## config.mk

```make
export PLATFORM = sky130hd
export DESIGN_NAME = segpage_xlate
export DESIGN_NICKNAME = d
export VERILOG_FILES = /design/src/rtl/segpage_pkg.sv /design/src/rtl/segpage_seg_stage.sv /design/src/rtl/segpage_page_stage.sv /design/src/rtl/segpage_xlate.sv
export SDC_FILE = /design/constraint.sdc
export NUM_CORES = 1
export LEC_CHECK = 0
export BUFFER_PORTS_ARGS = -buffer_cell sky130_fd_sc_hd__buf_2
export CAP_MARGIN = 20
export CORE_MARGIN = 4
export CORE_UTILIZATION = 36
export DETAILED_ROUTE_END_ITERATION = 8
export PLACE_DENSITY = 0.49
export SLEW_MARGIN = 20
export SYNTH_ARGS = -nofsm -noshare
export SYNTH_HDL_FRONTEND = slang
export SYNTH_SLANG_ARGS = --single-unit
```

## constraint.sdc

```tcl
create_clock -name clk -period 2.81 [get_ports clk]
set_input_delay 0.281 -clock clk [delete_from_list [all_inputs] [get_ports clk]]
set_output_delay 0.281 -clock clk [all_outputs]
set_load 0.01 [all_outputs]
```

## src/rtl/segpage_pkg.sv

```systemverilog
package segpage_pkg;
  typedef enum logic {
    TBL_SEG  = 1'b0,
    TBL_PAGE = 1'b1
  } tbl_sel_e;
endpackage

```

## src/rtl/segpage_seg_stage.sv

```systemverilog
module segpage_seg_stage #(
  parameter int SEG_W = 4,
  parameter int PG_W  = 4,
  parameter int WRD_W = 8,
  parameter int PTI_W = 6
) (
  input  logic             clk,
  input  logic             rst,
  input  logic             ld,
  input  logic             in_valid,
  input  logic [SEG_W-1:0] in_seg,
  input  logic [PG_W-1:0]  in_pg,
  input  logic [WRD_W-1:0] in_wrd,
  input  logic             wr_en,
  input  logic [SEG_W-1:0] wr_idx,
  input  logic             wr_vld,
  input  logic [PG_W:0]    wr_len,
  input  logic [PTI_W-1:0] wr_base,
  output logic             s1_valid,
  output logic             s1_ent_vld,
  output logic [PG_W:0]    s1_len,
  output logic [PTI_W-1:0] s1_base,
  output logic [PG_W-1:0]  s1_pg,
  output logic [WRD_W-1:0] s1_wrd
);
  localparam int DEPTH = 1 << SEG_W;
  localparam int ENT_W = PG_W + 1 + PTI_W;

  logic [ENT_W-1:0] mem [DEPTH];
  logic [ENT_W-1:0] rd_q;
  logic [DEPTH-1:0] vbits;

  // block-RAM style: write port plus registered read, read returns old data
  always_ff @(posedge clk) begin
    if (wr_en) mem[wr_idx] <= {wr_len, wr_base};
    if (ld)    rd_q <= mem[in_seg];
  end

  always_ff @(posedge clk) begin
    if (rst)        vbits <= '0;
    else if (wr_en) vbits[wr_idx] <= wr_vld;
  end

  always_ff @(posedge clk) begin
    if (rst) begin
      s1_valid   <= 1'b0;
      s1_ent_vld <= 1'b0;
    end else if (ld) begin
      s1_valid   <= in_valid;
      s1_ent_vld <= vbits[in_seg];
    end
  end

  always_ff @(posedge clk) begin
    if (ld) begin
      s1_pg  <= in_pg;
      s1_wrd <= in_wrd;
    end
  end

  assign {s1_len, s1_base} = rd_q;
endmodule

```

## src/rtl/segpage_page_stage.sv

```systemverilog
module segpage_page_stage #(
  parameter int PG_W  = 4,
  parameter int WRD_W = 8,
  parameter int PTI_W = 6,
  parameter int BLK_W = 8
) (
  input  logic                   clk,
  input  logic                   rst,
  input  logic                   ld,
  input  logic                   s1_valid,
  input  logic                   s1_ent_vld,
  input  logic [PG_W:0]          s1_len,
  input  logic [PTI_W-1:0]       s1_base,
  input  logic [PG_W-1:0]        s1_pg,
  input  logic [WRD_W-1:0]       s1_wrd,
  input  logic                   wr_en,
  input  logic [PTI_W-1:0]       wr_idx,
  input  logic                   wr_vld,
  input  logic [BLK_W-1:0]       wr_blk,
  output logic                   res_valid,
  output logic [BLK_W+WRD_W-1:0] res_paddr,
  output logic                   res_fault
);
  localparam int DEPTH = 1 << PTI_W;

  logic [BLK_W-1:0] mem [DEPTH];
  logic [BLK_W-1:0] blk_q;
  logic [DEPTH-1:0] vbits;
  logic [PTI_W:0]   sum;
  logic             len_bad;
  logic             pre_fault;
  logic             pre_q;
  logic             pte_vld_q;
  logic [WRD_W-1:0] wrd_q;

  // one extra bit keeps the carry so overflow faults instead of wrapping
  assign sum       = {1'b0, s1_base} + (PTI_W+1)'(s1_pg);
  assign len_bad   = ((PG_W+1)'(s1_pg) >= s1_len);
  assign pre_fault = !s1_ent_vld || len_bad || sum[PTI_W];

  always_ff @(posedge clk) begin
    if (wr_en) mem[wr_idx] <= wr_blk;
    if (ld)    blk_q <= mem[sum[PTI_W-1:0]];
  end

  always_ff @(posedge clk) begin
    if (rst)        vbits <= '0;
    else if (wr_en) vbits[wr_idx] <= wr_vld;
  end

  always_ff @(posedge clk) begin
    if (rst) begin
      res_valid <= 1'b0;
      pre_q     <= 1'b1;
      pte_vld_q <= 1'b0;
    end else if (ld) begin
      res_valid <= s1_valid;
      pre_q     <= pre_fault;
      pte_vld_q <= vbits[sum[PTI_W-1:0]];
    end
  end

  always_ff @(posedge clk) begin
    if (ld) wrd_q <= s1_wrd;
  end

  assign res_fault = pre_q || !pte_vld_q;
  assign res_paddr = res_fault ? '0 : {blk_q, wrd_q};
endmodule

```

## src/rtl/segpage_xlate.sv

```systemverilog
module segpage_xlate #(
  parameter int SEG_W = 4,
  parameter int PG_W  = 4,
  parameter int WRD_W = 8,
  parameter int PTI_W = 6,
  parameter int BLK_W = 8,
  localparam int LA_W  = SEG_W + PG_W + WRD_W,
  localparam int PA_W  = BLK_W + WRD_W,
  localparam int SE_W  = 1 + (PG_W + 1) + PTI_W,
  localparam int PE_W  = 1 + BLK_W,
  localparam int IDX_W = (SEG_W > PTI_W) ? SEG_W : PTI_W,
  localparam int WD_W  = (SE_W > PE_W) ? SE_W : PE_W
) (
  input  logic             clk,
  input  logic             rst,
  input  logic             req_valid,
  output logic             req_ready,
  input  logic [LA_W-1:0]  req_laddr,
  input  logic             wr_en,
  input  logic             wr_sel,
  input  logic [IDX_W-1:0] wr_idx,
  input  logic [WD_W-1:0]  wr_data,
  output logic             res_valid,
  input  logic             res_ready,
  output logic [PA_W-1:0]  res_paddr,
  output logic             res_fault
);
  import segpage_pkg::*;

  logic             s1_adv, s2_adv;
  logic             seg_we, pg_we;
  logic             s1_valid, s1_ent_vld;
  logic [PG_W:0]    s1_len;
  logic [PTI_W-1:0] s1_base;
  logic [PG_W-1:0]  s1_pg;
  logic [WRD_W-1:0] s1_wrd;

  assign s2_adv    = !res_valid || res_ready;
  assign s1_adv    = !s1_valid || s2_adv;
  assign req_ready = s1_adv;

  // writes with stray high bits in index or data are dropped
  assign seg_we = wr_en && (tbl_sel_e'(wr_sel) == TBL_SEG)
                  && ((wr_idx >> SEG_W) == '0) && ((wr_data >> SE_W) == '0);
  assign pg_we  = wr_en && (tbl_sel_e'(wr_sel) == TBL_PAGE)
                  && ((wr_idx >> PTI_W) == '0) && ((wr_data >> PE_W) == '0);

  segpage_seg_stage #(
    .SEG_W(SEG_W), .PG_W(PG_W), .WRD_W(WRD_W), .PTI_W(PTI_W)
  ) u_seg (
    .clk        (clk),
    .rst        (rst),
    .ld         (s1_adv),
    .in_valid   (req_valid),
    .in_seg     (req_laddr[LA_W-1 -: SEG_W]),
    .in_pg      (req_laddr[WRD_W +: PG_W]),
    .in_wrd     (req_laddr[WRD_W-1:0]),
    .wr_en      (seg_we),
    .wr_idx     (wr_idx[SEG_W-1:0]),
    .wr_vld     (wr_data[SE_W-1]),
    .wr_len     (wr_data[PTI_W +: PG_W+1]),
    .wr_base    (wr_data[PTI_W-1:0]),
    .s1_valid   (s1_valid),
    .s1_ent_vld (s1_ent_vld),
    .s1_len     (s1_len),
    .s1_base    (s1_base),
    .s1_pg      (s1_pg),
    .s1_wrd     (s1_wrd)
  );

  segpage_page_stage #(
    .PG_W(PG_W), .WRD_W(WRD_W), .PTI_W(PTI_W), .BLK_W(BLK_W)
  ) u_page (
    .clk        (clk),
    .rst        (rst),
    .ld         (s2_adv),
    .s1_valid   (s1_valid),
    .s1_ent_vld (s1_ent_vld),
    .s1_len     (s1_len),
    .s1_base    (s1_base),
    .s1_pg      (s1_pg),
    .s1_wrd     (s1_wrd),
    .wr_en      (pg_we),
    .wr_idx     (wr_idx[PTI_W-1:0]),
    .wr_vld     (wr_data[BLK_W]),
    .wr_blk     (wr_data[BLK_W-1:0]),
    .res_valid  (res_valid),
    .res_paddr  (res_paddr),
    .res_fault  (res_fault)
  );
endmodule

```

Word level (Yosys, flattened, before mapping)
Memories as Yosys holds them, arrays and structs flattened. A register that Yosys moved wholly into a read port is not among the register bits.
Index checks and enable logic that the tools add are counted.
W data, S select, Z words.

storage, ports and cells
  word-level logic and storage cells = 53
  output and inout port bits = 19
  register bits = 105
  memory bits (writable) = 688
  memories = 2
  input port bits = 40

cells by class
  multiplexer cells = 15
  add/subtract/negate cells = 1
  bitwise operators = 1
  $lt $le $gt $ge = 7
  reductions and logical operators = 17

memories
  memory      depth  bits a word  rd ports  clocked after Yosys merged registers in  write ports  RTL line                  RTL
  u_page.mem  64     8            1         1                                        1            segpage_page_stage.sv:26  logic [BLK_W-1:0] mem [DEPTH];
  u_seg.mem   16     11           1         1                                        1            segpage_seg_stage.sv:29   logic [ENT_W-1:0] mem [DEPTH];

operator list
  operator              count
  $bwmux W64            1
  $bwmux W16            1
  $mux W16              1
  $lt A6 B7 Y1 const B  2
  $logic_not A12 Y1     1
  $lt A4 B5 Y1 const B  2
  $mux W1               8
  $add A6 B4 Y7         1
  $bmux W1 S6           1
  $demux W1 S6          1
  $ge A6 B1 Y1 const B  1
  $logic_and A1 B1 Y1   6
  $logic_not A6 Y1      1
  $ge A4 B5 Y1          1
  $logic_or A1 B1 Y1    5
  $bmux W1 S4           1
  $demux W1 S4          1
  $ge A4 B1 Y1 const B  1
  $logic_not A1 Y1      4
  $not A1 Y1            1

Longest topological paths before layout
Gate-level depths: netlist of run 1.

  depth in word-level cells = 5
  depth in mapped cells = 12
  gate-level depth less buffers = 10

Hierarchy
From an unflattened synthesis of run 1, not the netlist that was laid out.

unflattened totals
  cell total of the unflattened synthesis = 1,612
  area, all modules = 31,856.8 um^2

by module, submodules not included
  module              cells an instance  area an instance (um^2)  instances  seq. area each (um^2)
  segpage_page_stage  1,232              23,617.7                 1          17,196.5
  segpage_seg_stage   375                8,194.1                  1          6,336.1
  segpage_xlate       5                  45.0                     1          0.0

Worst setup path after synthesis of run 1
OpenSTA, ideal clock, no wires.

  path kind = register to register
  start = register u_seg.s1_pg[0]
  end = register u_page.blk_q[2] (read register of u_page.mem), data pin
  stages on the path, launching flop included = 11
  path slack = 44 ps
  path buffers = 3
  arrival time = 2,505 ps
  data required time = 2,549 ps
  clock period less this slack = 2,766 ps
  setup time = 261 ps
  cell sequence = edfxtp_1 > ha_1 > inv_1 > fa_1 > buf_2 > buf_2 > buf_1 > mux4_2 > nand2_1 > a31oi_1 > a221o_1

on the way
  word-level cells in the longest chain between the ends = 1

ends and longest elaborated chain
  what                      RTL line                  RTL
  start: declaration        segpage_seg_stage.sv:23   output logic [PG_W-1:0] s1_pg,
  start signal: assignment  segpage_seg_stage.sv:56   s1_pg <= in_pg;
  $add A6 B4 Y7             segpage_page_stage.sv:37  assign sum = {1'b0, s1_base} + (PTI_W+1)'(s1_pg);
  end: declaration          segpage_page_stage.sv:27  logic [BLK_W-1:0] blk_q;

Every way passes these cells.
A chain may end at the register's enable or synchronous reset.

Worst setup path in the final report of run 1
  start = register u_seg.s1_pg[0]
  end = register u_page.blk_q[7] (read register of u_page.mem), data pin

Same word-level chain as after synthesis.

==> summary.md, run 1 <==
During synthesis, Yosys emitted a total of 0 warnings. The total count of hold-check failures in the final report was 0; the vertical die dimension was 305.8 um. The first detailed-routing pass took 5 iterations. The synthesized design contains 727 enable-type register cells. The sequential share of the synthesized area was 0.7372. Number of vias after detailed routing: 17,460. Setup violations remaining at the end of the flow were counted as 9. The leakage power summed over all cells came out at 12.80 nW. The die is 305.8 um wide.

The overall routing resource usage is 0.1780, and the total power per unit cell area is 763.6 nW/um^2. The detail route stage leaves a number of antenna-violating nets equal to 0. Final layout net count: 2,110.

The async set-or-reset flop fraction in the synthesized netlist is 0, and the area growth from synthesis to layout is 22.21%. For the count of clock tree sinks, the log shows 812. The number of nets handed over by synthesis was 1,837. After detailed routing, the average wire length per cell comes to 25.39 um.

Critical path endpoint category: a flop. In the final timing run, aggregate negative setup slack is -2.780 ns. TritonCTS built the clock tree. The setup path with the least slack is of type reg -> reg. The normalized max-slew margin was 0.3384; the required time at the endpoint of the critical path was 3.20 ns. The via count normalized by instance count was 5.305; the cell total after placement was 3,085. The total overflow left after global routing is 0.

The hold path endpoint was u_seg.mem[6][10]. The detailed-route wire length was 83,580 um. The final cell count without fillers is 3,292, and the maximum root-to-sink buffer count is 3.

Synthesis produced 1,788 cells. Detailed placement ended at an HPWL of 52,090 um. The level count of the clock H-tree came out at 3. The share of the core filled with cells is 0.4462, and the logic depth of the worst register-to-register path is 12.

The peak clock frequency supported by timing was 316.6 MHz; the hold-critical path depth was 1. The per-instance average area after synthesis came out at 17.85 um^2. The flow ran to the end, but the final reports show violations.

The setup check on the worst reg-to-reg path leaves a slack of -0.35 ns. Worst-margin pin slew: 0.9924 ns. Routability-driven placement finished with a final weighted congestion of 0.8080. The part of the cycle the worst path needs was 1.124. The first routing iteration left 1,688 violations. Worst-skew pair later-pin latency: 0.64 ns. Data arrives at the worst endpoint at 3.55 ns. Pin placement for this block handled 59 I/O pins. In this run the critical register-to-register path is launched from u_seg.s1_pg[0]. The summed instance area of the synthesized netlist is 31,920 um^2, and the smallest hold slack is 0.05238 ns. Of all nets on the critical path, the largest fanout is 8. The worst hold path startpoint was wr_data[10]. Fill cells in the final layout number 7,530. The run gives 90 as the number of clock buffers inserted by TritonCTS. In this run the worst hold path is classified as in -> reg.

The total of max-cap violations is 0, and the number of antenna violations at the first check in global routing is 2. The first global-routing pass estimated 123,200 um of wire. The run gives 87,430 um^2 as the area of the core. The final reports fail on setup timing. The count of final max-slew check failures came out at 0. The number of rows in the core area came out at 108. The clock root buffer master was clkbuf_16. Summing all flip-flop and latch instances after layout gives 23,530 um^2. The number of global-route vias before repair is 17,930. In this run the critical register-to-register path is captured at u_page.blk_q[7]. The post-CTS clock slew at the launch and capture registers of the worst setup and hold paths is 0.06 ns, and the count of state elements after synthesis is 812.

The multi-input combinational cells in the finished layout cover a total of 8339 um^2. The run gives -0.3481 ns as the least setup slack across all paths after layout. The peak ir drop on the vdd network was 0.0004383 V; the floorplan die area was 93,500 um^2. Input and output buffers added on the ports amount to 58. The number of distinct standard cells referenced by the synthesized netlist is 44, and the clock skew is 0.02354 ns. After layout, the minimum clock period comes to 3.158 ns. The initial cell density of the core is 0.3651, and the remaining design rule violation count is 0. Setup repair after global routing could not meet its margin everywhere. The most used flip-flop cell after synthesis is edfxtp_1. Entering global routing, the biggest net connects 81 pins.

Launching element type of the critical path: a flop. The fraction of final layout cells with drive strength greater than 1 was 0.3232.
worst max path at each step:
stage / from / to / slack, ns / cells after the start
2_1_floorplan: u_seg.s1_pg[0] / u_page.blk_q[2] / 0.04 / 10
3_3_place_gp: u_seg.s1_pg[0] / u_page.blk_q[5] / -0.66 / 10
4_1_cts: u_seg.s1_pg[0] / u_page.blk_q[7] / -0.42 / 13
6_report: u_seg.s1_pg[0] / u_page.blk_q[7] / -0.35 / 12
5_1_grt: u_seg.s1_pg[0] / u_page.blk_q[4] / -0.43 / 12
3_5_place_dp: u_seg.s1_pg[0] / u_page.blk_q[5] / -0.63 / 10
synthesized netlist by cell type (9+ instances only):
library cell / count / area [um^2]
dfxtp_1: 85 / 1702
clkbuf_1: 59 / 221.5
mux2i_1: 13 / 130.1
o21ai_0: 72 / 360.4
nor2_1: 112 / 420.4
a31oi_1: 17 / 106.4
nand2_1: 227 / 852.1
and3_1: 17 / 106.4
and2_1: 17 / 106.4
buf_2: 24 / 120.1
mux4_2: 203 / 4572
edfxtp_1: 727 / 21830
a21oi_1: 107 / 535.5
inv_1: 9 / 33.78
cell type report:
| cell class | count | share of cell area |
|---|---|---|
| Antenna cell | 2 | 0.0001283 |
| Clock buffer | 117 | 0.06164 |
| Clock inverter | 49 | 0.01276 |
| Inverter | 9 | 0.0008659 |
| Multi-Input combinational cell | 864 | 0.2138 |
| Sequential cell | 812 | 0.6032 |
| Tap cell | 1155 | 0.03704 |
| Timing Repair Buffer | 284 | 0.07062 |
per-stage QoR:
| step | total power, mW | cell area [um^2] | setup WS [ns] |
|---|---|---|---|
| 6_report | 29.79 | 39010 | -0.3481 |
| 5_1_grt | 30.95 | 39010 | -0.4253 |
| 4_1_cts | 30.15 | 38970 | -0.4183 |
| 3_5_place_dp | 17.70 | 35070 | -0.6347 |
| 3_3_place_gp | 17.70 | 35070 | -0.6551 |
| 2_1_floorplan | 15.74 | 31920 | 0.04383 |
timing repair:
item | CTS | global route
hold endpoints to repair | 28 | 0
pin swaps | 38 | 26
gates cloned | 8 | 0
buffers inserted | 20 | 1
endpoints found under the setup margin | 9 | 9
resized for setup | 84 | 19
hold buffers | 15 | 0
logic make-up after synthesis:
logic type      count (synthesis)  share of synthesized area
buf+inv                       112                    0.01634
flops                         812                     0.7372
fa+ha+maj                       9                   0.003763
mux                           217                     0.1481
compound gates                221                    0.03794
xor+xnor                        7                   0.002626
simple gates                  410                    0.05405
worst max-delay path, cell delays in order (launching register included):
cell and delay, ns:
edfxtp_1 0.43, ha_4 0.19, inv_2 0.05, fa_4 0.65
buf_12 0.18, buf_8 0.14, buf_12 0.15, buf_12 0.13
mux4_2 0.30, nand2_2 0.09, and3_4 0.20, a31oi_2 0.06
a221o_1 0.33
power breakdown:
part / internal (mW) / switching [mW]
combinational: 2.28 / 2.59
sequential: 13.3 / 0.0977
clock: 6.73 / 4.80
total: 22.3 / 7.49
state kept, by name (all words and copies together) (netlist names):
register,flops
u_seg.s1_pg,4
u_seg.s1_wrd,8
u_page.res_valid,1
u_seg.s1_valid,1
u_page.pre_q,1
u_seg.mem,176
u_seg.s1_ent_vld,1
u_page.vbits,64
u_page.pte_vld_q,1
u_page.wrd_q,8
u_seg.vbits,16
u_seg.rd_q,11
u_page.mem,512
u_page.blk_q,8
layout by cell type (no fill, tap or decap), drive strengths merged, types with 2 or more instances in the layout:
cell type | netlist | routed
diode | 0 | 2
and3 | 17 | 17
bufinv | 0 | 7
o22ai | 8 | 8
nand3 | 8 | 8
nor2 | 115 | 115
a21o | 4 | 4
a31oi | 17 | 17
mux2i | 13 | 13
o21ai | 72 | 72
clkbuf | 59 | 117
nand2b | 7 | 7
edfxtp | 727 | 727
xor2 | 4 | 4
mux4 | 204 | 204
dlygate4sd3 | 0 | 15
xnor2 | 3 | 3
nor3 | 8 | 8
nand2 | 227 | 227
nor2b | 4 | 4
and2 | 17 | 17
a21oi | 108 | 108
a221o | 8 | 8
dfxtp | 85 | 85
buf | 44 | 268
inv | 9 | 15
nand4 | 3 | 3
clkinv | 0 | 35
ha | 8 | 8
layer usage:
metal	part of all wire	vias to the layer above	track usage
li1	-	7607	-
met5	0	-	0
met1	0.43	9261	0.2488
met3	0.053	115	0.03330
met2	0.49	481	0.2894
met4	0.024	0	0.04590
No activity file was read; power rests on OpenSTA's default activity.
==> run 2, diff against run 1 <==
--- a/config.mk
+++ b/config.mk
@@ -7,6 +7,7 @@
 export LEC_CHECK = 0
 export BUFFER_PORTS_ARGS = -buffer_cell sky130_fd_sc_hd__buf_2
 export CAP_MARGIN = 20
+export CORE_ASPECT_RATIO = 1.75
 export CORE_MARGIN = 4
 export CORE_UTILIZATION = 36
 export DETAILED_ROUTE_END_ITERATION = 8
==> run 2 against run 1 <==
Net effect: the run still ends with setup timing left; non-clock buffer count up 27; via count is 0.98% lower; sequential power about the same; maximum frequency is 3.5% lower; hold slack improved by 0.041 ns; global-route usage up 0.85 points; utilization down 0.86 points; worst setup slack got worse by 0.12 ns; critical path type unchanged.
==> summary.md, run 2 (synthesized netlist as in run 1, its figures left out) <==
The worst setup path is captured at a flop. The run gives 812 (unchanged) as the count of clock tree sinks. Setup repair after global routing could not meet its margin everywhere. The vertical die dimension is 401.9 um (+31%), and the worst-margin pin slew is 0.9941 ns (+0.001737 ns). The total count of hold-check failures in the final report was 0 (unchanged). The share of the core filled with cells is 0.4376 (-0.008634). The maximum root-to-sink buffer count was 3 (unchanged). For the remaining design rule violation count, the log shows 0 (unchanged).

The critical path in this run is classified as reg -> reg. The post-route antenna net violation count was 0 (unchanged); the overall routing resource usage was 0.1864 (+0.008457). The final period demand of the worst path is 3.274 ns (+0.1155 ns), and the required time at the endpoint of the critical path is 3.21 ns (about the same). Worst setup slack for register-to-register paths: -0.46 ns (-0.12 ns).

TritonCTS built the clock tree. The detailed placer's ending HPWL was 57,350 um (+10%); the count of port buffers added during placement was 58 (unchanged). The leftover overflow at the end of global routing was 0 (unchanged). The logic depth of the worst register-to-register path came out at 12 (unchanged).

The peak clock frequency supported by timing was 305.5 MHz (-3.5%); the total of max-cap violations was 0 (unchanged). The peak ir drop on the vdd network is 0.0004784 V (+9.1%), and the fraction of power consumed by sequential logic is 0.475 (+0.026). Leaving out fill and tap cells, the most frequent cell in the layout is edfxtp_1. Final layout net count: 2,121 (+0.52%).

The die span in x is 233.1 um (-24%). The average routed wire per standard cell was 26.26 um (+3.4%). The total power per unit cell area is 728.2 nW/um^2 (-4.6%), and the number of antenna violations at the first check in global routing is 0 (-2).

The path class of the tightest hold or removal check is in -> reg. The final cell count without fillers came out at 3,302 (+0.30%). The share of power burned in combinational logic came out at 0.175 (+0.011). The floorplan die area was 93,690 um^2 (+0.20%); the normalized max-slew margin was 0.3348 (-0.003606). The run finished, with violations left.

The final estimated routing congestion in global placement is 0.8252 (+2.1%), and the number of global-route vias before repair is 18,300 (+2.1%). The share of total power consumed by net switching is 0.2543 (+0.003042). The run gives 0.01941 ns (-0.004139 ns) as the clock skew. The final instance area was 38,550 um^2 (-1.2%). The hold-critical path depth came out at 5 (+4).

The cell total after placement is 3,120 (+1.1%), and the area growth from synthesis to layout is 20.77%. For the least setup slack across all paths after layout, the log shows -0.4636 ns (-0.1155 ns). The number of flip-flops in the largest register is 512 (unchanged), and the first-pass GRT wire length is 126,300 um (+2.5%). The checks that failed: setup timing.

Total design power: 28.07 mW (-5.8%). In the final layout, the registers with the most flip-flops are u_page.mem: 512 flops, u_seg.mem: 176 flops, u_page.vbits: 64 flops. The initial cell density of the core is 0.3623 (-0.002800). The count of TritonRoute iterations in the first routing pass was 5 (unchanged). The number of rows in the core area is 144 (+33%), and the detailed-route wire length is 86,710 um (+3.8%). Leaving out fill and tap cells, the most frequent cells in the layout are edfxtp_1, nand2_1, mux4_2. The part of the cycle the worst path needs is 1.165 (+0.04109). The worst hold path begins at res_ready. The post-CTS clock slew at the launch and capture registers of the worst setup and hold paths came out at 0.07 ns (about the same). The number of endpoints failing setup at the final stage was 9 (unchanged); the sequential cell area was 23,530 um^2 (unchanged).

The fraction of final layout cells with drive strength greater than 1 came out at 0.3197 (-0.003448). The worst register-to-register path begins at u_seg.s1_pg[0]. The critical path starts at u_seg.s1_pg[0]. The number of inserted filler cells in the final layout came out at 7,686 (+2.1%). The logs give 88,100 um^2 (+0.77%) for the area of the core and -3.828 ns (-1.048 ns) for the sum of negative setup slack. The internal power came out at 20.93 mW (-6.1%). The cell sitting at the root of the clock tree is a clkbuf_16.

The logs give 35,290 um^2 (+0.63%) for the post-detailed-placement cell area and 1,160 (-31%) for the starting DRC count in detailed routing. The logs give 12.64 nW (-1.2%) for the leakage power summed over all cells and 0 (unchanged) for the count of final max-slew check failures. Critical path data arrival time: 3.67 ns (+0.12 ns). The top-level port count was 59 (unchanged); the switching power total was 7.140 mW (-4.6%). For the worst-skew pair later-pin latency, the log shows 0.64 ns (about the same).

Ranked by flip-flop count, first place goes to u_page.mem. The logs give 3 (unchanged) for the level count of the clock H-tree and 81 (unchanged) for the largest net degree at the start of global routing. Launching element type of the critical path: a flop. The highest net fanout along the worst path is 8 (unchanged), and the number of vias after detailed routing is 17,290 (-0.98%). The multi-input combinational cell area was 8217 um^2 (-1.5%). The tools report the part of the total power dissipated in the clock network as 0.350 (-0.037).

For the number of clock buffers inserted by TritonCTS, the log shows 74 (-18%). The via count normalized by instance count came out at 5.237 (-1.3%).
## run 2: changes by cell type in the layout (fill, tap and decap cells not counted), sizes merged
cell,before,now
clkbuf,117,98
clkinvlp,1,3
clkinv,35,29
bufinv,7,3
inv,15,13
diode,2,1
dlygate4sd3,15,16
buf,268,294
## run 2: path summary, 6_finish.rpt
path / end
setup / recovery: u_page.blk_q[1]
hold reg to reg: u_page.wrd_q[3]
hold / removal: u_page.res_valid
setup reg to reg: u_page.blk_q[1]
## run 2: metrics by stage
step | worst slack [ns] | hold WS, ns
after global routing | -0.5618 | 0.07368
after detailed placement | -0.7041 | 0.4063
after floorplan | 0.04383 | 0.3799
after CTS | -0.4666 | 0.02073
final | -0.4636 | 0.09293
after global placement | -0.6643 | 0.4029
## run 2: timing repair
| action | 4_1_cts | 5_1_grt |
|---|---|---|
| cloned | 9 | 0 |
| endpoints found under the hold margin | 61 | 0 |
| setup buffers | 13 | 11 |
| gates resized for setup | 64 | 26 |
| endpoints found under the setup margin | 9 | 9 |
| hold buffers | 16 | 0 |
| pin swaps | 21 | 24 |
## run 2: critical path, stage by stage, from the launching register on
cell	delay, ns
edfxtp_1	0.40
ha_4	0.15
inv_2	0.03
fa_4	0.84
buf_12	0.12
buf_16	0.15
buf_12	0.14
mux4_2	0.29
nand2_1	0.09
a21oi_1	0.10
nor2_2	0.23
o22ai_1	0.17
a221o_1	0.29
## run 2: power groups by stage
stage	Sequential [mW]	Combinational [mW]	Clock [mW]
finish	13.3	4.91	9.84
global route	13.3	5.17	10.7
CTS	13.3	4.90	10.1
detailed placement	13.6	4.25	0
global placement	13.6	4.22	0
floorplan	13.6	2.18	0
## run 2: final cells by class
class / count / share of cell area
antenna: 1 / 0.00006491
clock buffer: 98 / 0.05261
clock inverter: 39 / 0.007789
inverter: 9 / 0.0008762
multi-input combinational: 864 / 0.2131
sequential: 812 / 0.6104
tap: 1168 / 0.03790
timing repair buffer: 311 / 0.07727
## run 2: per-layer routing
layer  up-vias  track usage  routed length, um
met4         0      0.07419               2809
met1      9147       0.2080              31140
met3       116      0.02571               3257
li1       7611            -                  -
met5         -            0                  0
met2       418       0.3528              49500
